## src/rtl/sop_pkg.sv

```systemverilog
package sop_pkg;
  typedef struct packed {
    logic shiftEn;
    logic holdOut;
  } cfgStrobe_t;
endpackage

```

## src/rtl/sop_ctrl.sv

```systemverilog
module sop_ctrl
  import sop_pkg::*;
(
  input  logic       cfgEn,
  output cfgStrobe_t strobe
);
  always_comb begin
    strobe.shiftEn = cfgEn;
    strobe.holdOut = cfgEn;
  end
endmodule

```

## src/rtl/sop_cfg_store.sv

```systemverilog
module sop_cfg_store
  import sop_pkg::*;
#(
  parameter int N = 4,
  parameter int P = 8,
  parameter int M = 4
) (
  input  logic                      cfgClk,
  input  logic                      cfgRstN,
  input  cfgStrobe_t                strobe,
  input  logic                      cfgDin,
  output logic [P-1:0][2*N-1:0]     andPlane,
  output logic [M-1:0][P-1:0]       orPlane
);
  localparam int AndBits = 2 * N * P;
  localparam int OrBits  = M * P;
  localparam int ChainLen = AndBits + OrBits;

  logic [ChainLen-1:0] cfgBits;

  always_ff @(posedge cfgClk or negedge cfgRstN) begin
    if (!cfgRstN) cfgBits <= '1;
    else if (strobe.shiftEn) cfgBits <= {cfgBits[ChainLen-2:0], cfgDin};
  end

  for (genvar t = 0; t < P; t++) begin : g_andSlice
    assign andPlane[t] = cfgBits[OrBits + (P-1-t)*2*N +: 2*N];
  end
  for (genvar o = 0; o < M; o++) begin : g_orSlice
    assign orPlane[o] = cfgBits[(M-1-o)*P +: P];
  end

  // one bit per enabled edge, new bit at the bottom
  a_r7_shift_one: assert property (@(posedge cfgClk) disable iff (!cfgRstN)
    strobe.shiftEn |=> (cfgBits[0] == $past(cfgDin)) &&
                       (cfgBits[ChainLen-1:1] == $past(cfgBits[ChainLen-2:0])));
  // configuration is frozen while not loading
  a_r9_cfg_frozen: assert property (@(posedge cfgClk) disable iff (!cfgRstN)
    !strobe.shiftEn |=> $stable(cfgBits));
endmodule

```

## src/rtl/sop_eval.sv

```systemverilog
module sop_eval #(
  parameter int N = 4,
  parameter int P = 8,
  parameter int M = 4
) (
  input  logic [N-1:0]              inVec,
  input  logic [P-1:0][2*N-1:0]     andPlane,
  input  logic [M-1:0][P-1:0]       orPlane,
  input  logic                      holdOut,
  output logic [M-1:0]              outVec
);
  logic [P-1:0][N-1:0] litOk;
  logic [P-1:0]        termVec;
  logic [M-1:0]        rawOut;

  for (genvar t = 0; t < P; t++) begin : g_term
    for (genvar i = 0; i < N; i++) begin : g_lit
      // bit0 of the code: true literal present, bit1: complemented literal present
      assign litOk[t][i] = (~andPlane[t][2*i]   |  inVec[i]) &
                           (~andPlane[t][2*i+1] | ~inVec[i]);
    end
    assign termVec[t] = &litOk[t];

    always_comb begin
      if (andPlane[t] == '0) begin
        a_r3_free_term: assert (termVec[t] == 1'b1);
      end
      for (int i = 0; i < N; i++) begin
        if (andPlane[t][2*i +: 2] == 2'b11) begin
          a_r2_clash_term: assert (termVec[t] == 1'b0);
        end
      end
    end
  end

  for (genvar o = 0; o < M; o++) begin : g_out
    assign rawOut[o] = |(termVec & orPlane[o]);
  end

  assign outVec = holdOut ? '0 : rawOut;
endmodule

```

## src/rtl/sop_array.sv

```systemverilog
module sop_array
  import sop_pkg::*;
#(
  parameter int N = 4,
  parameter int P = 8,
  parameter int M = 4
) (
  input  logic         cfgClk,
  input  logic         cfgRstN,
  input  logic         cfgEn,
  input  logic         cfgDin,
  input  logic [N-1:0] inVec,
  output logic [M-1:0] outVec
);
  cfgStrobe_t              strobe;
  logic [P-1:0][2*N-1:0]   andPlane;
  logic [M-1:0][P-1:0]     orPlane;

  sop_ctrl uCtrl (.cfgEn(cfgEn), .strobe(strobe));

  sop_cfg_store #(.N(N), .P(P), .M(M)) uStore (
    .cfgClk(cfgClk), .cfgRstN(cfgRstN), .strobe(strobe), .cfgDin(cfgDin),
    .andPlane(andPlane), .orPlane(orPlane));

  sop_eval #(.N(N), .P(P), .M(M)) uEval (
    .inVec(inVec), .andPlane(andPlane), .orPlane(orPlane),
    .holdOut(strobe.holdOut), .outVec(outVec));

  // outputs blanked whenever loading
  a_r8_blank_load: assert property (@(posedge cfgClk) disable iff (!cfgRstN)
    cfgEn |-> (outVec == '0));
endmodule

```

## config.mk

```make
export PLATFORM = sky130hd
export DESIGN_NAME = sop_array
export DESIGN_NICKNAME = d
export VERILOG_FILES = /design/src/rtl/sop_pkg.sv /design/src/rtl/sop_ctrl.sv /design/src/rtl/sop_cfg_store.sv /design/src/rtl/sop_eval.sv /design/src/rtl/sop_array.sv
export SDC_FILE = /design/constraint.sdc
export NUM_CORES = 1
export LEC_CHECK = 0
export ABC_AREA = 1
export BUFFER_PORTS_ARGS = -buffer_cell sky130_fd_sc_hd__buf_2
export CAP_MARGIN = 10
export CORE_AREA = 2 2 132 147
export CTS_BUF_LIST = sky130_fd_sc_hd__clkbuf_4
export DETAILED_ROUTE_END_ITERATION = 10
export DIE_AREA = 0 0 134 149
export PLACE_DENSITY = 0.34
export SLEW_MARGIN = 20
export SYNTH_ARGS = -nofsm -noshare
export SYNTH_HDL_FRONTEND = slang
export SYNTH_SLANG_ARGS = --single-unit
```

## constraint.sdc

```tcl
create_clock -name cfgClk -period 1.6 [get_ports cfgClk]
set_input_delay 0.32 -clock cfgClk [delete_from_list [all_inputs] [get_ports cfgClk]]
set_output_delay 0.32 -clock cfgClk [all_outputs]
set_load 0.02 [all_outputs]
```

==> flow_summary.json <==
{
  "outcome": "complete, but fails checks",
  "violations": "negative setup slack",
  "routabilityCongestion": 0.793,
  "path_clk_slew_ps": 150,
  "worstMarginPinSlew_ps": 442,
  "regArea_um2": 2520,
  "required_ps": 1280,
  "maxSlewViolCount": 0,
  "yosys.area_share.simple_pct": 21.6,
  "synth_warnings": 0,
  "synth_compound_area_share_pct": 14.9,
  "cp-start-kind": "flip-flop",
  "gr-usage-met2_pct": 21.5,
  "drt_iter0_drc": 101,
  "cts_tree": "yes",
  "die_w_um": 134,
  "synth-xor-area-share_pct": 0,
  "fin_ws_ps": -575,
  "max-cap-violations": 0,
  "io_buffers": 11,
  "fillers": 1972,
  "totalWireLength_mm": 11.0,
  "use_met1_pct": 14.7,
  "fin_area_um2": 5550,
  "largest-register": "uStore.cfgBits",
  "preCtsSetupSlack_ps": -327,
  "power_density_nw_per_um2": 1110,
  "cts-htree-levels": 3,
  "syn_avg_cell_area_um2": 8.79,
  "coreArea_um2": 18600,
  "grt_pass1_wl_mm": 18.5,
  "die_h_um": 149,
  "clockRootBuffer": "clkbuf_4",
  "route.detailed.drc": 0,
  "largest_reg_flops": 96,
  "reg_top3": "uStore.cfgBits: 96 flops",
  "grt_most_used_layer": "met2",
  "clock_latency_ps": 470,
  "multi_input_area_um2": 1770,
  "crit_fanout": 4,
  "start_util_pct": 24.3,
  "arrival_ps": 1860,
  "fin_crit_ps": 2180,
  "max_freq_mhz": 460,
  "fin_skew_ps": 13.7,
  "setup_viol": 4,
  "total_leakage_power_nw": 2.41,
  "synthAdderAreaFrac_pct": 0,
  "hpwl_mm": 7.97,
  "numCtsBuffers": 9,
  "finalCritPeriodShare_pct": 136,
  "synth_cells": 516,
  "hold_buffers": 0,
  "ios": 12,
  "dr.pass1.iters": 4,
  "placed_area_um2": 5290,
  "syn2layout_area_growth_pct": 22.3,
  "synth-seq-area-share_pct": 55.6,
  "synth_area_um2": 4530,
  "vias": 3434,
  "layout.nets": 581,
  "synth_top_family_by_area": "simple AND/OR/NAND/NOR gates",
  "synthTopCellsByArea": "dfstp_2 56%, nand2_1 9.4%, o21ai_1 6.0%",
  "cts_buffer_depth": 2,
  "vdd_drop_max_uv": 393,
  "cts_sinks": 96,
  "core.rowCount": 53,
  "grt_usage_pct": 12.1,
  "drive_above_1_share_pct": 43.3,
  "routedWlPerCell_um": 13.3,
  "grt_max_degree": 84,
  "critPathCaptureType": "output port",
  "synth.distinct_cells": 23,
  "dieArea_um2": 20000,
  "crit_type": "flip-flop to output port",
  "via_per_inst": 4.15,
  "ys_ff_latch": 96,
  "grt_pass1_vias": 3623,
  "synth_nets": 524,
  "hold_viol_final": 0,
  "grt_antenna_before_repair": 1,
  "max-slew-margin-rel_pct": 70.5,
  "synth_top_area_share_pct": 55.6,
  "muxShareOfSynthArea_pct": 0,
  "synth.largest_area_cell": "dfstp_2",
  "grt_overflow_total": 0,
  "rsz0062_at_grt": "yes",
  "grtUsageMet3_pct": 1.83,
  "drt.antenna.violating_nets": 0,
  "hp-class": "input port to flip-flop"
}
-- Yosys cell counts (all sizes together) --
cell type / instances
a21oi: 52
nand3: 32
clkinv: 5
buf: 18
nand2: 118
dfstp: 96
nor2: 72
o21ai: 69
clkinvlp: 1
clkbuf: 8
inv: 45
-- path summary, 6_finish.rpt --
path | startpoint | end | slack, ps | depth (start not counted)
setup / recovery | uStore.cfgBits[54] | outVec[1] | -580 | 8
hold / removal | cfgDin | uStore.cfgBits[0] | 50 | 3
setup reg to reg | uStore.cfgBits[54] | uStore.cfgBits[55] | 500 | 4
hold reg to reg | uStore.cfgBits[21] | uStore.cfgBits[22] | 480 | 2
max in group asynchronous | cfgRstN | uStore.cfgBits[23] | 1200 | 2
min in group asynchronous | cfgRstN | uStore.cfgBits[85] | 80 | 1
-- cell usage in the layout, fill, tap and decap left out --
master      count
nand2_1       110
dfstp_2        96
buf_4          60
o21ai_1        52
nor2_1         48
a21oi_1        48
inv_1          39
nand3_1        29
nor2_4         12
nor2_2         12
o21ai_2        10
clkbuf_4       10
inv_2           9
o21ai_4         7
nand2_2         7
buf_12          6
buf_2           5
a21oi_2         4
diode_2         3
clkinvlp_4      3
nand3_2         3
clkinv_2        3
clkinv_1        2
nand2_4         1
bufinv_16       1
buf_6           1
-- power by group --
group          internal (W)  switching (W)
clock              0.000486       0.000855
combinational      0.000662       0.000865
sequential          0.00305       0.000232
total               0.00419        0.00195
-- cell type report --
cell class / instances / share of cell area, %
Antenna cell: 3 / 0.135
Clock buffer: 10 / 1.35
Clock inverter: 6 / 1.08
Inverter: 51 / 3.52
Multi-Input combinational cell: 343 / 31.9
Sequential cell: 96 / 45.5
Tap cell: 247 / 5.57
Timing Repair Buffer: 72 / 10.9
-- per-stage QoR --
stage               hold WS [ps]  util, %  std cells  TNS [ps]  total power [W]
global placement             463     28.4        810     -1300          0.00478
CTS                         7.57     29.3        826     -2740          0.00625
finish                      52.2     29.8        828     -2250          0.00615
detailed placement           467     28.4        810     -1250          0.00479
global route                39.3     29.8        828     -2770          0.00659
floorplan                    172        -        516         0          0.00411
-- logic make-up after synthesis --
kind of cell | count (synthesis)
compound gates | 121
buf+inv | 77
flops | 96
simple gates | 222
-- layer usage --
metal  vias up  part of all wire, %
met3        13                  1.4
li1       1761                    -
met5         -                    0
met2        22                   51
met1      1638                   46
met4         0                  1.8
-- worst max-delay path: stages, from the launching register on --
cell	delay [ps]
dfstp_2	570
clkinvlp_4	100
o21ai_4	150
nor2_4	80
nand3_1	70
nand2_1	60
nor2_2	110
a21oi_2	70
buf_4	170
-- timing repair --
item | CTS | global route
endpoints found under the setup margin | 4 | 4
pin swaps | 10 | 13
cloned | 0 | 0
endpoints found under the hold margin | 0 | 0
setup buffers | 1 | 0
resized for setup | 17 | 22
No activity file was read; power rests on OpenSTA's default activity.
